==> src/rtl/mrc_pkg.sv <==
package mrc_pkg;
  localparam int TAPS   = 4;
  localparam int COEF_W = 3;
  localparam int SHIFT  = 1;

  function automatic int coef_of(int k);
    case (k)
      0, 3:    return 1;
      default: return 3;
    endcase
  endfunction
endpackage

==> src/rtl/mrc_ce_div.sv <==
module mrc_ce_div #(
  parameter int DIV = 2
) (
  input  logic clk_i,
  input  logic rst_ni,
  output logic ce_o
);
  localparam int CW = (DIV > 1) ? $clog2(DIV) : 1;

  logic [CW-1:0] cnt_q;

  always_ff @(posedge clk_i or negedge rst_ni) begin
    if (!rst_ni)                      cnt_q <= '0;
    else if (cnt_q == CW'(DIV - 1))   cnt_q <= '0;
    else                              cnt_q <= cnt_q + 1'b1;
  end

  assign ce_o = (cnt_q == '0);

  generate
    if (DIV > 1) begin : g_pulse_chk

      ce_pulse_chk: assert property (@(posedge clk_i) disable iff (!rst_ni)
        ce_o |=> !ce_o);
    end
  endgenerate
endmodule

==> src/rtl/mrc_upsampler.sv <==
module mrc_upsampler #(
  parameter int IN_W = 8
) (
  input  logic                   clk_i,
  input  logic                   rst_ni,
  input  logic                   ce_i,
  input  logic signed [IN_W-1:0] sample_i,
  output logic signed [IN_W-1:0] up_o
);
  logic signed [IN_W-1:0] in_q;
  logic                   fresh_q;

  always_ff @(posedge clk_i or negedge rst_ni) begin
    if (!rst_ni) begin
      in_q    <= '0;
      fresh_q <= 1'b0;
    end else begin
      fresh_q <= ce_i;
      if (ce_i) in_q <= sample_i;
    end
  end

  // sample shows once, then zeros fill the remaining slots
  assign up_o = fresh_q ? in_q : '0;


  hold_input_chk: assert property (@(posedge clk_i) disable iff (!rst_ni)
    !ce_i |=> $stable(in_q));

  zero_slot_chk: assert property (@(posedge clk_i) disable iff (!rst_ni)
    ce_i |-> (up_o == '0));
endmodule

==> src/rtl/mrc_fir.sv <==
module mrc_fir
  import mrc_pkg::*;
#(
  parameter int IN_W = 8
) (
  input  logic                     clk_i,
  input  logic                     rst_ni,
  input  logic signed [IN_W-1:0]   x_i,
  output logic signed [IN_W+1:0]   y_o
);
  localparam int OUT_W = IN_W + 2;
  localparam int ACC_W = IN_W + COEF_W + $clog2(TAPS);

  logic signed [IN_W-1:0]  dly_q [TAPS-1];
  logic signed [IN_W-1:0]  tap   [TAPS];
  logic signed [ACC_W-1:0] prod  [TAPS];
  logic signed [ACC_W-1:0] acc;

  assign tap[0] = x_i;

  generate
    for (genvar k = 0; k < TAPS; k++) begin : g_tap
      localparam logic signed [ACC_W-1:0] C = ACC_W'(coef_of(k));
      if (k > 0) begin : g_link
        assign tap[k] = dly_q[k-1];
      end
      assign prod[k] = ACC_W'(tap[k]) * C;
    end
  endgenerate

  always_comb begin
    acc = '0;
    for (int k = 0; k < TAPS; k++) acc = acc + prod[k];
  end

  always_ff @(posedge clk_i or negedge rst_ni) begin
    if (!rst_ni) begin
      for (int k = 0; k < TAPS - 1; k++) dly_q[k] <= '0;
      y_o <= '0;
    end else begin
      dly_q[0] <= x_i;
      for (int k = 1; k < TAPS - 1; k++) dly_q[k] <= dly_q[k-1];
      y_o <= OUT_W'(acc >>> SHIFT);
    end
  end


  acc_range_chk: assert property (@(posedge clk_i) disable iff (!rst_ni)
    (acc >= -(ACC_W'(1) <<< (OUT_W + SHIFT - 1))) &&
    (acc <   (ACC_W'(1) <<< (OUT_W + SHIFT - 1))));
endmodule

==> src/rtl/mrc_decimator.sv <==
module mrc_decimator #(
  parameter int W = 10
) (
  input  logic                clk_i,
  input  logic                rst_ni,
  input  logic                ce_i,
  input  logic signed [W-1:0] y_i,
  output logic signed [W-1:0] sample_o,
  output logic                valid_o
);
  always_ff @(posedge clk_i or negedge rst_ni) begin
    if (!rst_ni) begin
      sample_o <= '0;
      valid_o  <= 1'b0;
    end else begin
      valid_o <= ce_i;
      if (ce_i) sample_o <= y_i;
    end
  end


  out_hold_chk: assert property (@(posedge clk_i) disable iff (!rst_ni)
    !ce_i |=> $stable(sample_o));

  valid_pulse_chk: assert property (@(posedge clk_i) disable iff (!rst_ni)
    valid_o |=> !valid_o);
endmodule

==> src/rtl/mrc_resampler.sv <==
module mrc_resampler #(
  parameter int IN_W        = 8,
  parameter int UP_FACTOR   = 2,
  parameter int DOWN_FACTOR = 3
) (
  input  logic                   clk_i,
  input  logic                   rst_ni,
  input  logic signed [IN_W-1:0] sample_i,
  output logic signed [IN_W+1:0] sample_o,
  output logic                   valid_o,
  output logic                   ce_half_o,
  output logic                   ce_third_o
);
  localparam int OUT_W = IN_W + 2;

  logic                   ce_up, ce_dn;
  logic signed [IN_W-1:0] up_s;
  logic signed [OUT_W-1:0] fir_y;

  mrc_ce_div #(.DIV(UP_FACTOR))   u_ce_up (.clk_i(clk_i), .rst_ni(rst_ni), .ce_o(ce_up));
  mrc_ce_div #(.DIV(DOWN_FACTOR)) u_ce_dn (.clk_i(clk_i), .rst_ni(rst_ni), .ce_o(ce_dn));

  mrc_upsampler #(.IN_W(IN_W)) u_up (
    .clk_i(clk_i), .rst_ni(rst_ni), .ce_i(ce_up), .sample_i(sample_i), .up_o(up_s)
  );

  mrc_fir #(.IN_W(IN_W)) u_fir (
    .clk_i(clk_i), .rst_ni(rst_ni), .x_i(up_s), .y_o(fir_y)
  );

  mrc_decimator #(.W(OUT_W)) u_dec (
    .clk_i(clk_i), .rst_ni(rst_ni), .ce_i(ce_dn), .y_i(fir_y),
    .sample_o(sample_o), .valid_o(valid_o)
  );

  assign ce_half_o  = ce_up;
  assign ce_third_o = ce_dn;

  generate
    if (UP_FACTOR == 2 && DOWN_FACTOR == 3) begin : g_align_chk

      ce_align_chk: assert property (@(posedge clk_i) disable iff (!rst_ni)
        (ce_up && ce_dn) |=> !(ce_up && ce_dn) ##1 !(ce_up && ce_dn)
          ##1 !(ce_up && ce_dn) ##1 !(ce_up && ce_dn) ##1 !(ce_up && ce_dn)
          ##1 (ce_up && ce_dn));
    end
  endgenerate
endmodule

==> config.mk <==
export PLATFORM = sky130hd
export DESIGN_NAME = mrc_resampler
export DESIGN_NICKNAME = d
export VERILOG_FILES = /design/src/rtl/mrc_pkg.sv /design/src/rtl/mrc_ce_div.sv /design/src/rtl/mrc_upsampler.sv /design/src/rtl/mrc_fir.sv /design/src/rtl/mrc_decimator.sv /design/src/rtl/mrc_resampler.sv
export SDC_FILE = /design/constraint.sdc
export NUM_CORES = 1
export LEC_CHECK = 0
export BUFFER_PORTS_ARGS = -buffer_cell sky130_fd_sc_hd__buf_4
export CORE_AREA = 2 2 90 92
export DETAILED_ROUTE_END_ITERATION = 10
export DIE_AREA = 0 0 92 94
export PLACE_DENSITY_LB_ADDON = 0.08
export SLEW_MARGIN = 20
export SYNTH_ARGS = -nofsm -noshare
export SYNTH_HDL_FRONTEND = slang
export SYNTH_SLANG_ARGS = --single-unit
==> constraint.sdc <==
create_clock -name clk_i -period 10.4 [get_ports clk_i]
set_input_delay 2.08 -clock clk_i [delete_from_list [all_inputs] [get_ports clk_i]]
set_output_delay 2.08 -clock clk_i [all_outputs]
set_load 0.005 [all_outputs]
==> reports/results.txt <==
run status = finished clean
worst IR drop on VDD = 0.0000801 V
non-filler cells, final = 362
Num CTS Buffers = 5
reg-to-reg slack, setup = 6.49 ns
LEAKAGE = 1.78 nW
max frequency = 256 MHz
setup TNS = 0 ns
Antenna Nets Post-Route = 0
first-pass GRT wire length = 8.07 mm
cell mode on critical path = fa_1
critical path endpoint category = flop
R2R Path End = u_fir.y_o[8]
sequential share of the synthesized area = 0.456
vias per inst = 4.35
fin util = 0.453
crit start category = flop
clk slew on worst S/H paths = 0.10 ns
Mapped Nets = 299
fin nets = 328
GRT overflow = 0
ANT cells = 0
Die Wd = 92 um
vias in the first global route = 1,814
Port Buf Inserts = 22
Placed Area = 3310 sq um
HPWL after DPL = 3.28 mm
area of the core = 7610 sq um
initial antenna violation count = 0
CTS resizes = 0
crit-path max cell delay = 0.59 ns
Die Ht = 94 um
Ports = 23
Final Routed Wirelength = 4.11 mm
Cells after DPL = 354
Max Cap Viol = 0
CP cell instances = ha_1, fa_1, fa_1, inv_1, fa_1, inv_1, ha_1, a211oi_1, nor3_2, mux2i_1, a2111o_1
Setup-failing EPs final = 0
Hold EP = u_fir.dly_q[6]
min Tclk post-route = 3.91 ns
Ys Warns = 0
slew at the pin closest to its max-slew limit = 0.684 ns
clk root buf = clkbuf_8
worst endpoint required time = 10.58 ns
wire per inst = 11.4 um
Area Overhead vs Synth = 14.2%
Critical Path AT = 4.10 ns
Post-Syn Area = 3020 sq um
footprint of the multi-input gates = 1440 sq um
sink count of the clock tree = 55
#FFs+latches synth = 55
Crit Path Max Fanout = 3
DRC errors left = 0
setup repair after global routing missed its margin = no
Site Rows = 32
Hold Fails Final Rpt = 0
Mean Syn Cell Area = 13.1 sq um
share of layout cells above drive strength 1 = 0.162
max-slew violation count = 0
fillcell total = 733
post-synthesis instance total = 230
clk_lat worst skew = 0.30 ns
critical path's slowest cell = fa_1
H-tree levels = 2
Final Total Pwr = 0.000587 W
fin crit share = 0.376
largest net degree at the start of global routing = 56
Worst Hold Class = reg -> reg
CTS tree = done
drt pass-1 iters = 3
PD cells = 170 nW/um^2
Slew headroom = 0.544
Initial Utilization = 0.397
vias = 1,576
RR Startpoint = u_fir.dly_q[18]
Reg area = 1380 sq um
Netlist cell types = 27
worst r2r path cells = 11
skew final = 0.00896 ns
hold_buf cts = 0
CTS Buffer Depth = 2
Post-CTS Setup Bufs = 0
min-delay src = u_fir.dly_q[14]
GRT Total Usage = 0.118
final instance area = 3440 sq um
full die area = 8650 sq um
initial DRC count = 50
Final Wtd Congestion = 0.757
WS Path Type = reg -> reg
worst hold path cell count = 0
[cells in the final DEF, fill, tap and decap left out, drive strengths merged, types with 2 or more instances in the layout]
master and count:
a21o 9, bufinv 2, mux2 10, clkbuf 6, o21ai 2, ha 27
nor2 4, fa 32, inv 51, nand2 4, dfrtp 55, xnor2 7
buf 23, nor3 2, and2 8, a21oi 7
[metal layers]
metal / track usage / share of wire / vias to the layer above
met3: 0.0281 / 0.037 / 5
met1: 0.154 / 0.49 / 774
met2: 0.195 / 0.46 / 24
met5: 0 / 0 / -
met4: 0.0410 / 0.015 / 0
li1: - / - / 773
[report_power, final]
group / total [W] / switching (W) / leakage (nW) / internal, W
combinational: 0.000157 / 0.0000753 / 1.04 / 0.0000820
clock: 0.000164 / 0.0000674 / 0.0654 / 0.0000962
sequential: 0.000266 / 0.0000138 / 0.680 / 0.000252
[worst max path at each step]
stage | startpoint | to | slack, ns | cells after the start
after global placement | u_fir.dly_q[18] | u_fir.y_o[8] | 6.52 | 11
after CTS | u_fir.dly_q[18] | u_fir.y_o[8] | 6.46 | 11
after floorplan | u_fir.dly_q[18] | u_fir.y_o[8] | 6.69 | 11
final | u_fir.dly_q[18] | u_fir.y_o[8] | 6.49 | 11
after global routing | u_fir.dly_q[18] | u_fir.y_o[9] | 6.23 | 15
after detailed placement | u_fir.dly_q[18] | u_fir.y_o[8] | 6.48 | 11
[layout make-up]
cell class,count,area share
flip-flops and latches,55,0.400
clock buffers,6,0.0211
multi-input cells,122,0.418
clock inverters,2,0.0174
well taps,102,0.0371
repair buffers,23,0.0501
inverters,52,0.0567
[state kept, by name, summed over array words and instances (netlist names)]
register,flops
u_ce_dn.cnt_q,2
u_fir.dly_q,24
u_ce_up.cnt_q,1
u_dec.sample_o,10
u_fir.y_o,10
u_up.in_q,8
[per-stage QoR]
stage	hold WS, ns	setup WS (ns)
floorplan	0.378	6.69
global placement	0.394	6.52
detailed placement	0.402	6.48
CTS	0.424	6.46
global route	0.434	6.23
finish	0.419	6.49
[cells in the mapped netlist]
cell type,n,area share
a21o_1,9,0.022
a211oi_1,1,0.0025
nor2_1,4,0.0050
nor2b_1,1,0.0021
mux2_2,10,0.037
nand2_2,1,0.0021
fa_1,32,0.21
o21ai_0,2,0.0033
buf_2,1,0.0017
clkinv_1,1,0.0012
nand2_1,3,0.0037
dfrtp_1,55,0.46
xnor2_1,7,0.020
and2_1,8,0.017
o21bai_1,1,0.0025
nand3_1,1,0.0017
a31oi_1,1,0.0021
inv_1,51,0.063
mux2i_1,1,0.0033
a2111o_1,1,0.0037
nor3_2,1,0.0033
nand4b_1,1,0.0029
xor2_1,1,0.0029
nand2b_1,1,0.0021
nor3_1,1,0.0017
a21oi_1,7,0.012
ha_1,27,0.11
[critical path, delay by kind of cell (launching register included)]
family,cells,cell delay (ns)
buf+inv,2,0.11
flops,1,0.41
mux,1,0.13
fa+ha+maj,5,2.26
compound gates,2,0.79
simple gates,1,0.09
[cells by family after synthesis]
logic type	after synthesis	synth area share
AO/OA/AOI/OAI	22	0.0481
AND/OR/NAND/NOR	22	0.0411
XOR/XNOR	8	0.0232
buffers and inverters	53	0.0664
multiplexers	11	0.0406
adder cells (fa/ha/maj)	59	0.324
flip-flops	55	0.456
(Power assumes the default switching activity.)
